==> config.mk <==
export PLATFORM = sky130hd
export DESIGN_NAME = rtc_core
export DESIGN_NICKNAME = d
export VERILOG_FILES = /design/src/rtl/rtc_core.sv
export SDC_FILE = /design/constraint.sdc
export NUM_CORES = 1
export LEC_CHECK = 0
export BUFFER_PORTS_ARGS = -buffer_cell sky130_fd_sc_hd__clkbuf_2
export CORE_MARGIN = 5
export CORE_UTILIZATION = 45
export DETAILED_ROUTE_END_ITERATION = 10
export PLACE_DENSITY_LB_ADDON = 0.3
export SYNTH_ARGS = -nofsm -noshare
export SYNTH_HDL_FRONTEND = slang
export SYNTH_SLANG_ARGS = --single-unit
==> constraint.sdc <==
create_clock -name clk -period 3.6 [get_ports clk]
set_input_delay 0.36 -clock clk [delete_from_list [all_inputs] [get_ports clk]]
set_output_delay 0.36 -clock clk [all_outputs]
set_load 0.05 [all_outputs]
==> src/rtl/rtc_core.sv <==
module rtc_core #(
  parameter int DAY_W   = 16,
  parameter int SEC_LIM = 60,
  parameter int MIN_LIM = 60,
  parameter int HR_LIM  = 24
) (
  input  logic        clk,
  input  logic        rst_n,
  input  logic        tick,
  input  logic        wr_en,
  input  logic [5:0]  addr,
  input  logic [15:0] wdata,
  output logic [15:0] rdata,
  output logic        irq
);
  localparam logic [3:0] A_HM = 4'd0, A_SEC = 4'd1, A_AHM = 4'd2, A_ASEC = 4'd3,
                         A_CTL = 4'd4, A_ST = 4'd5, A_IE = 4'd6, A_DAY = 4'd8, A_ADAY = 4'd9;
  localparam logic [7:0] SEC_TOP = 8'(SEC_LIM - 1);
  localparam logic [7:0] MIN_TOP = 8'(MIN_LIM - 1);
  localparam logic [7:0] HR_TOP  = 8'(HR_LIM - 1);
  localparam logic [DAY_W-1:0] DAY_ONE = {{(DAY_W-1){1'b0}}, 1'b1};

  logic [7:0] sec, mins, hr, a_sec, a_min, a_hr;
  logic [DAY_W-1:0] day, a_day;
  logic run, st_alm, st_upd, ie_sw, ie_alm, ie_upd;

  wire [3:0] idx = addr[5:2];
  wire unused_ok = &{1'b0, addr[1:0]};

  wire wr_hm  = wr_en && idx == A_HM;
  wire wr_sec = wr_en && idx == A_SEC;
  wire wr_day = wr_en && idx == A_DAY;
  wire wr_st  = wr_en && idx == A_ST;
  wire time_wr = wr_hm || wr_sec || wr_day;
  wire step = tick && run && !time_wr;

  wire s_wrap = sec >= SEC_TOP;
  wire m_wrap = mins >= MIN_TOP;
  wire h_wrap = hr >= HR_TOP;

  wire [7:0] sec_n = s_wrap ? 8'd0 : sec + 8'd1;
  wire [7:0] min_n = !s_wrap ? mins : (m_wrap ? 8'd0 : mins + 8'd1);
  wire [7:0] hr_n  = !(s_wrap && m_wrap) ? hr : (h_wrap ? 8'd0 : hr + 8'd1);
  wire [DAY_W-1:0] day_n = (s_wrap && m_wrap && h_wrap) ? day + DAY_ONE : day;

  wire alarm_hit = step && day_n == a_day && hr_n == a_hr && min_n == a_min && sec_n == a_sec;

  wire [15:0] st_vec = {11'd0, st_upd, 1'b0, st_alm, 2'b00};
  wire [15:0] ie_vec = {11'd0, ie_upd, 1'b0, ie_alm, 1'b0, ie_sw};

  always_ff @(posedge clk) begin
    if (!rst_n) begin
      sec <= '0; mins <= '0; hr <= '0; day <= '0;
      a_sec <= '0; a_min <= '0; a_hr <= '0; a_day <= '0;
      run <= 1'b0; st_alm <= 1'b0; st_upd <= 1'b0;
      ie_sw <= 1'b0; ie_alm <= 1'b0; ie_upd <= 1'b0;
      irq <= 1'b0;
    end else begin
      if (step) begin
        sec <= sec_n; mins <= min_n; hr <= hr_n; day <= day_n;
      end
      if (wr_hm)  begin hr <= wdata[15:8]; mins <= wdata[7:0]; end
      if (wr_sec) sec <= wdata[7:0];
      if (wr_day) day <= wdata[DAY_W-1:0];
      if (wr_en && idx == A_AHM)  begin a_hr <= wdata[15:8]; a_min <= wdata[7:0]; end
      if (wr_en && idx == A_ASEC) a_sec <= wdata[7:0];
      if (wr_en && idx == A_ADAY) a_day <= wdata[DAY_W-1:0];
      if (wr_en && idx == A_CTL)  run <= wdata[7];
      if (wr_en && idx == A_IE) begin
        ie_sw <= wdata[0]; ie_alm <= wdata[2]; ie_upd <= wdata[4];
      end
      st_alm <= alarm_hit || (st_alm && !(wr_st && wdata[2]));
      st_upd <= step || (st_upd && !(wr_st && wdata[4]));
      irq <= |(st_vec & ie_vec);
    end
  end

  always_comb begin
    case (idx)
      A_HM:    rdata = {hr, mins};
      A_SEC:   rdata = {8'd0, sec};
      A_AHM:   rdata = {a_hr, a_min};
      A_ASEC:  rdata = {8'd0, a_sec};
      A_CTL:   rdata = {8'd0, run, 7'd0};
      A_ST:    rdata = st_vec;
      A_IE:    rdata = ie_vec;
      A_DAY:   rdata = 16'(day);
      A_ADAY:  rdata = 16'(a_day);
      default: rdata = 16'd0;
    endcase
  end
endmodule

==> results_dict.tcl, run 1 <==
set metrics [dict create \
    status "finished clean" \
    yosysWarnings 0 \
    dp_hpwl_mm 13.74 \
    num_antenna_cells 0 \
    min_period_ns 3.184 \
    path_max_fanout 15 \
    routabilityCongestion 0.9557 \
    critPathLaunchType "flop" \
    cpMaxStageDelayCell "or4_1" \
    synth-seq-cells 87 \
    ys_types 72 \
    hold_buffers 0 \
    antenna_found_initial 0 \
    clock_path_buffers 2 \
    cap_violations 0 \
    htreeDepth 3 \
    p_leak_nw 2.125 \
    io_pins 43 \
    rows 40 \
    dpl_cell_area_mm2 0.005752 \
    multi_input_area_mm2 0.003491 \
    wirelength_mm 19.18 \
    final_area_mm2 0.006052 \
    initial_core_util 0.4582 \
    dieArea_mm2 0.01449 \
    regArea_mm2 0.001742 \
    area_growth_pct 10.43 \
    n_fill_cell 1141 \
    cp.arrival_ns 3.44 \
    synth-main-ff-cell "dfxtp_1" \
    syn_area_mm2 0.005480 \
    min_period_over_period 0.8845 \
    fin_nets 781 \
    final.setup.tns_ns 0 \
    worst_pin_slew_ns 1.119 \
    rsz0062_at_grt "false" \
    hold_viol_final 0 \
    power_density_mw_per_mm2 351.7 \
    drive_gt1_frac 0.1217 \
    die_h_um 120.4 \
    mostFrequentLayoutCells "nand2_1, dfxtp_1, a21oi_1, nor2_1, clkbuf_2" \
    yosysTopAreaCellShare 0.3178 \
    min_path_type "in -> reg" \
    synth_area_leaders "dfxtp_1, nand2_1, a21oi_1" \
    coreArea_mm2 0.01196 \
    drt_iter0_drc 731 \
    avgSynthCellArea_um2 7.386 \
    endpoint_kind "flop" \
    grt_max_degree 50 \
    grt_pass1_wl_mm 30.10 \
    vias_per_cell 6.537 \
    max_freq_ghz 0.3141 \
    final_common_cell "nand2_1" \
    critPathTopFamily "simple AND/OR/NAND/NOR gates" \
    clock_latency_ns 0.35 \
    max_stage_delay_ns 0.50 \
    clkTransAtPathRegs_ns 0.07 \
    first_pass_iters 6 \
    yosys.area.top_type "dfxtp_1" \
    wirelength_met1_mm 7.687 \
    cts.repair.resized 0 \
    drc 0 \
    highest_layer "met4" \
    synthesis.instances 742 \
    path_class "reg -> reg" \
    slew_violations 0 \
    critical_path_required_ns 3.86 \
    ys_seq_area_frac 0.3178 \
    synth_edf_count 0 \
    post_drt_wl_per_cell_um 21.24 \
    critPathBufInv 0 \
    finalSetupViolations 0 \
    synth_nets 772 \
    cts_tree "yes" \
    cts.sinks 87 \
    io_buffers 40 \
    grt_pass1_vias 5424 \
    overflow 0 \
    wl_met2_mm 8.837 \
    routed-wl-met3_mm 1.897 \
    synthArstFlopShare 0 \
    cts-root-buf "clkbuf_16" \
    vias 5903 \
    path_cells "ha_1, o2111ai_4, a22o_4, nor3_4, nand4_2, xnor2_1, nand4b_1, or4_1, o31ai_1" \
    cts_made_buffers 9 \
    ir_drop_mv 0.2386 \
    die_w_um 120.4 \
    fin_skew_ns 0.01042 \
    ant_nets 0 \
    cts.repair_timing.setup_buffer_count 0 \
    grt_use_total 0.2634 \
    relSlewSlack 0.2536 \
]
[per-stage QoR]
step / hold slack, ns / std cells / util / power (W) / worst slack (ns)
6_report: 0.3157 / 903 / 0.5060 / 0.002129 / 0.4159
5_1_grt: 0.3219 / 903 / 0.5060 / 0.002177 / 0.2581
4_1_cts: 0.3102 / 903 / 0.5060 / 0.002124 / 0.4520
3_5_place_dp: 0.4661 / 887 / 0.4809 / 0.001184 / 0.5113
3_3_place_gp: 0.4599 / 887 / 0.4809 / 0.001182 / 0.5308
2_1_floorplan: 0.4357 / 742 / - / 0.001116 / 0.8922
[flip-flops by register name, indices dropped and copies added, names as in the netlist]
register,flops
run,1
ie_sw,1
a_day,16
ie_upd,1
irq,1
sec,8
st_alm,1
st_upd,1
a_min,8
a_hr,8
a_sec,8
hr,8
day,16
mins,8
ie_alm,1
[synth_stat cells (all sizes together), types with 5 or more instances]
| cell | count |
|---|---|
| nor2b | 5 |
| dfxtp | 87 |
| buf | 11 |
| and2 | 8 |
| and3 | 8 |
| nand2 | 136 |
| nand4 | 7 |
| a31oi | 5 |
| a21oi | 80 |
| inv | 8 |
| nand3 | 34 |
| a221oi | 15 |
| a22o | 6 |
| clkbuf | 45 |
| xor2 | 13 |
| o21ai | 24 |
| nor4 | 5 |
| a211oi | 5 |
| a22oi | 37 |
| nor3 | 26 |
| xnor2 | 29 |
| nor2 | 72 |
| a222oi | 8 |
[worst paths after layout]
| check | start | endpoint | slack (ns) | cells after the start |
|---|---|---|---|---|
| worst min register to register | a_sec[7]$_SDFFE_PN0P_ | a_sec[7]$_SDFFE_PN0P_ | 0.48 | 2 |
| worst min-delay path | wdata[11] | a_day[11]$_SDFFE_PN0P_ | 0.32 | 3 |
| worst max-delay path | sec[0]$_SDFFE_PN0P_ | st_alm$_SDFF_PN0_ | 0.42 | 9 |
| worst max register to register | sec[0]$_SDFFE_PN0P_ | st_alm$_SDFF_PN0_ | 0.42 | 9 |
[worst register-to-register path, cell delays in order, from the launching register on]
cell	delay [ns]
dfxtp_1	0.48
ha_1	0.42
o2111ai_4	0.18
a22o_4	0.38
nor3_4	0.37
nand4_2	0.18
xnor2_1	0.22
nand4b_1	0.11
or4_1	0.51
o31ai_1	0.24
[cell families after synthesis]
logic type | share of synthesized area
AOI/OAI and AO/OA | 0.2790
buffers and inverters | 0.04840
muxes | 0.009589
and+or+nand+nor | 0.2690
DFF | 0.3178
adders and majority gates | 0.009133
xor gates and xnor gates | 0.06712
[layout make-up]
class                      instances  area share
multi-input combinational        591      0.5768
tap                              147     0.03039
clock buffer                      12     0.04073
timing repair buffer              54     0.05044
inverter                           8    0.004962
sequential                        87      0.2878
clock inverter                     4    0.008890
[report_power, final]
part	internal, W	leakage, nW	switching [W]	total (W)
Sequential	0.000975	0.702	0.0000211	0.000996
Clock	0.000560	0.139	0.000401	0.000961
Combinational	0.0000532	1.28	0.000118	0.000171
Total	0.00159	2.12	0.000540	0.00213
[routing by layer]
metal,GRT usage,vias up
met1,0.3510,2767
met2,0.4159,349
met4,0.1197,0
met3,0.04771,67
li1,-,2720
met5,0,-
Power figures use the tool's default switching activity.
==> run 2: changes to the inputs <==
- CORE_UTILIZATION: 45 -> 30
- CTS_BUF_LIST: default -> sky130_fd_sc_hd__clkbuf_16
==> results_dict.tcl, run 2 (synthesis gave the netlist of run 1 again) <==
set metrics [dict create \
    status "finished clean" \
    first_pass_iters 6 \
    clock_latency_ns 0.34 \
    slew_violations 0 \
    rows 49 \
    dp_hpwl_mm 14.48 \
    post_drt_wl_per_cell_um 20.65 \
    holdWs_ns 0.3121 \
    fin_nets 784 \
    largestRegisters "a_day: 16 flops, day: 16 flops" \
    whs_path_depth 3 \
    ir_drop_mv 0.2082 \
    power_density_mw_per_mm2 350.5 \
    hold_viol_final 0 \
    final_common_cell "nand2_1" \
    n_fill_cell 1885 \
    path_class "reg -> reg" \
    timing.rr.start "sec[0]$_SDFFE_PN0P_" \
    min_path_type "in -> reg" \
    relSlewSlack 0.4600 \
    endpoint_kind "flop" \
    p_leak_nw 2.149 \
    cts_tree "yes" \
    initial_core_util 0.3051 \
    grt_use_total 0.1860 \
    vias 5762 \
    final.setup.tns_ns 0 \
    ant_nets 0 \
    grt_pass1_wl_mm 31.88 \
    reg2reg_to "st_alm$_SDFF_PN0_" \
    critPathLaunchType "flop" \
    min_to "a_hr[3]$_SDFFE_PN0P_" \
    clkTransAtPathRegs_ns 0.06 \
    hold_start "wdata[11]" \
    dieArea_mm2 0.02107 \
    clock_path_buffers 2 \
    cts.repair_timing.setup_buffer_count 0 \
    io_pins 43 \
    post-place-ws_ns 0.4596 \
    routabilityCongestion 0.9388 \
    path_max_fanout 15 \
    min_period_ns 3.168 \
    drive_gt1_frac 0.1242 \
    fin_skew_ns 0.007094 \
    finalWorstSetupSlack_ns 0.4317 \
    mostFrequentLayoutCells "nand2_1, dfxtp_1, a21oi_1, nor2_1, clkbuf_2" \
    worst_pin_slew_ns 0.8081 \
    max_freq_ghz 0.3156 \
    grt_max_degree 36 \
    die_w_um 145.2 \
    critical_path_required_ns 3.86 \
    overflow 0 \
    cap_violations 0 \
    cts.sinks 87 \
    min_period_over_period 0.8801 \
    htreeDepth 3 \
    finalSetupViolations 0 \
    vias_per_cell 5.844 \
    reg2reg_slack_ns 0.43 \
    antenna_found_initial 0 \
    cp.arrival_ns 3.42 \
    die_h_um 145.2 \
    reg2regPathDepth 9 \
    wirelength_mm 20.36 \
    cts.repair.resized 0 \
    area_growth_pct 12.74 \
    hold_buffers 0 \
    rsz0062_at_grt "false" \
    cts_made_buffers 9 \
    grt_pass1_vias 5296 \
    num_antenna_cells 0 \
    drt_iter0_drc 759 \
    cts-root-buf "clkbuf_16" \
    drc 0 \
    coreArea_mm2 0.01796 \
    io_buffers 40 \
]
[run 2: cell count changes in the layout (fill, tap and decap cells not counted), sizes merged]
cell	delta
clkbuf	-3
clkinvlp	-1
buf	+3
clkinv	+1
bufinv	+1
[run 2: routing by layer]
| metal | global-route usage | vias up | share of wire |
|---|---|---|---|
| met5 | 0 | - | 0 |
| met3 | 0.02432 | 32 | 0.066 |
| li1 | - | 2721 | - |
| met2 | 0.3090 | 242 | 0.48 |
| met4 | 0.05457 | 0 | 0.023 |
| met1 | 0.2527 | 2767 | 0.43 |
[run 2: where the power goes]
| group | internal (W) | leakage (nW) | switching, W |
|---|---|---|---|
| combinational | 0.0000549 | 1.30 | 0.000120 |
| clock | 0.000597 | 0.149 | 0.000397 |
| sequential | 0.000975 | 0.702 | 0.0000211 |
| total | 0.00163 | 2.15 | 0.000539 |
[run 2: worst max path at each step]
stage,start,end,slack (ns)
after global placement,sec[0]$_SDFFE_PN0P_,st_alm$_SDFF_PN0_,0.48
after detailed placement,sec[0]$_SDFFE_PN0P_,st_alm$_SDFF_PN0_,0.46
final,sec[0]$_SDFFE_PN0P_,st_alm$_SDFF_PN0_,0.43
after floorplan,sec[0]$_SDFFE_PN0P_,st_alm$_SDFF_PN0_,0.89
after global routing,sec[0]$_SDFFE_PN0P_,st_alm$_SDFF_PN0_,0.27
after CTS,sec[0]$_SDFFE_PN0P_,st_alm$_SDFF_PN0_,0.45
[run 2: stage by stage]
step | instance area (um2) | instances | power, W | utilization
2_1_floorplan | 5480 | 742 | 0.001116 | -
3_3_place_gp | 5877 | 972 | 0.001190 | 0.3272
3_5_place_dp | 5877 | 972 | 0.001190 | 0.3272
4_1_cts | 6178 | 986 | 0.002171 | 0.3439
5_1_grt | 6178 | 986 | 0.002221 | 0.3439
6_report | 6178 | 986 | 0.002166 | 0.3439
[run 2: area by class of cell]
cell class / instances / area (um2) / area share
Sequential cell: 87 / 1742 / 0.2819
Timing Repair Buffer: 57 / 327.8 / 0.05306
Clock buffer: 9 / 225.2 / 0.03645
Clock inverter: 5 / 76.32 / 0.01235
Multi-Input combinational cell: 591 / 3491 / 0.5650
Inverter: 8 / 30.03 / 0.004860
Tap cell: 229 / 286.5 / 0.04638
[run 2: worst max-delay path, cell delays in order (launching register included)]
cell and delay (ns):
dfxtp_1 0.44, ha_1 0.41, o2111ai_4 0.18, a22o_4 0.38, nor3_4 0.42, nand4_2 0.18
xnor2_1 0.21, nand4b_1 0.13, or4_1 0.49, o31ai_1 0.23
==> run 3: changes to the inputs <==
- GPL_TIMING_DRIVEN: default -> 0
==> results_dict.tcl, run 3 (synthesis gave the netlist of run 1 again) <==
set metrics [dict create \
    status "finished clean" \
    relSlewSlack 0.2162 \
    layout.cells.non_filler 1025 \
    path_max_fanout 10 \
    slew_violations 0 \
    clock_latency_ns 0.36 \
    grt_use_total 0.2057 \
    clock_path_buffers 2 \
    finalSetupViolations 0 \
    ir_drop_mv 0.2338 \
    crit_end "rdata[3]" \
    hold_buffers 0 \
    critPathTopFamily "buffers and inverters" \
    min_path_type "in -> reg" \
    vias 5957 \
    die_w_um 145.2 \
    hold_viol_final 0 \
    critical_path_required_ns 3.24 \
    worst_pin_slew_ns 1.167 \
    final.setup.tns_ns 0 \
    final_common_cell "nand2_1" \
    final_area_mm2 0.006295 \
    dpl_cell_area_mm2 0.005969 \
    cts.sinks 87 \
    antenna_found_initial 0 \
    area_growth_pct 14.86 \
    use_met2 0.3275 \
    num_antenna_cells 0 \
    drc 0 \
    first_pass_iters 7 \
    fin_skew_ns 0.009651 \
    grt_pass1_vias 5584 \
    mostFrequentLayoutCells "nand2_1, dfxtp_1, a21oi_1, nor2_1, clkbuf_1" \
    critPathBufInv 4 \
    place_inst 1008 \
    vias_per_cell 5.812 \
    cp.arrival_ns 3.05 \
    rows 49 \
    cts-root-buf "clkbuf_16" \
    max_stage_delay_ns 0.63 \
    grt_use_met3 0.03586 \
    path_cells "clkbuf_1, nand2b_1, nor3b_1, buf_2, clkbuf_1, a22oi_1, nand3_1, clkbuf_2" \
    critPathLaunchType "input port" \
    p_total_w 0.002212 \
    power_density_mw_per_mm2 351.4 \
    io_buffers 34 \
    n_fill_cell 1907 \
    die_h_um 145.2 \
    reg2reg_slack_ns 0.22 \
    max_freq_ghz 0.2931 \
    reg2regPathDepth 10 \
    reg2reg_to "st_alm$_SDFF_PN0_" \
    cpMostUsedCell "clkbuf_1" \
    drt_iter0_drc 824 \
    cts_made_buffers 9 \
    io_pins 43 \
    cpMaxStageDelayCell "nor3b_1" \
    ant_nets 0 \
    post-place-ws_ns 0.09067 \
    min_period_over_period 0.9478 \
    cp.depth 8 \
    overflow 0 \
    p_leak_nw 2.176 \
    cts_tree "yes" \
    path_class "in -> out" \
    fin_nets 821 \
    top_usage_layer "met2" \
    setup.worst_path.start "addr[2]" \
    timing.rr.start "sec[0]$_SDFFE_PN0P_" \
    finalWorstSetupSlack_ns 0.1878 \
    cap_violations 0 \
    post_drt_wl_per_cell_um 21.63 \
    grt_pass1_wl_mm 33.84 \
    grt_max_degree 15 \
    clkTransAtPathRegs_ns 0.06 \
    dieArea_mm2 0.02107 \
    htreeDepth 3 \
    rsz0062_at_grt "false" \
    initial_core_util 0.3051 \
    min_period_ns 3.412 \
    routabilityCongestion 0.9393 \
    dp_hpwl_mm 16.29 \
    wirelength_mm 22.17 \
    coreArea_mm2 0.01796 \
    largestRegisters "a_day: 16 flops, day: 16 flops" \
    endpoint_kind "output pin" \
    drive_gt1_frac 0.1080 \
    grt_use_met1 0.2661 \
]
==> run 3: power breakdown <==
group	internal, W	switching [W]
clock	0.000603	0.000424
sequential	0.000974	0.0000170
combinational	0.0000557	0.000138
==> run 3: worst min path at each step <==
stage | startpoint | cells after the start | to | slack (ns)
3_3_place_gp | ie_sw$_SDFFE_PN0P_ | 2 | ie_sw$_SDFFE_PN0P_ | 0.46
4_1_cts | wdata[11] | 3 | a_hr[3]$_SDFFE_PN0P_ | 0.29
3_5_place_dp | ie_sw$_SDFFE_PN0P_ | 2 | ie_sw$_SDFFE_PN0P_ | 0.46
2_1_floorplan | ie_sw$_SDFFE_PN0P_ | 2 | ie_sw$_SDFFE_PN0P_ | 0.44
5_1_grt | wdata[11] | 3 | a_hr[3]$_SDFFE_PN0P_ | 0.30
6_report | wdata[11] | 3 | a_hr[3]$_SDFFE_PN0P_ | 0.29
==> run 3: metal layers <==
metal / part of all wire / vias to the layer above
li1: - / 2808
met1: 0.41 / 2783
met2: 0.46 / 295
met3: 0.079 / 71
met4: 0.048 / 0
met5: 0 / -
==> run 3: per-stage QoR <==
| step | utilization | hold slack (ns) |
|---|---|---|
| floorplan | - | 0.4357 |
| global placement | 0.3305 | 0.4640 |
| detailed placement | 0.3323 | 0.4593 |
| CTS | 0.3497 | 0.2918 |
| global route | 0.3504 | 0.3047 |
| finish | 0.3504 | 0.2887 |
==> run 3: layout make-up <==
cell class	count	area [um2]	share of cell area
multi-input combinational	591	3486	0.5538
sequential	87	1742	0.2767
tap	229	286.5	0.04552
buffer	55	232.7	0.03697
clock buffer	9	225.2	0.03578
timing repair buffer	39	205.2	0.03260
clock inverter	7	87.58	0.01391
inverter	8	30.03	0.004770
==> run 3: timing repair <==
action,CTS,global route
setup buffers,0,2
endpoints found under the hold margin,0,0
gates resized for setup,0,2
endpoints found under the setup margin,0,1
==> run 3: worst min-delay path, cell delays in order <==
cell and delay [ns]:
clkbuf_2 0.12, nand2_1 0.07, a21oi_1 0.05
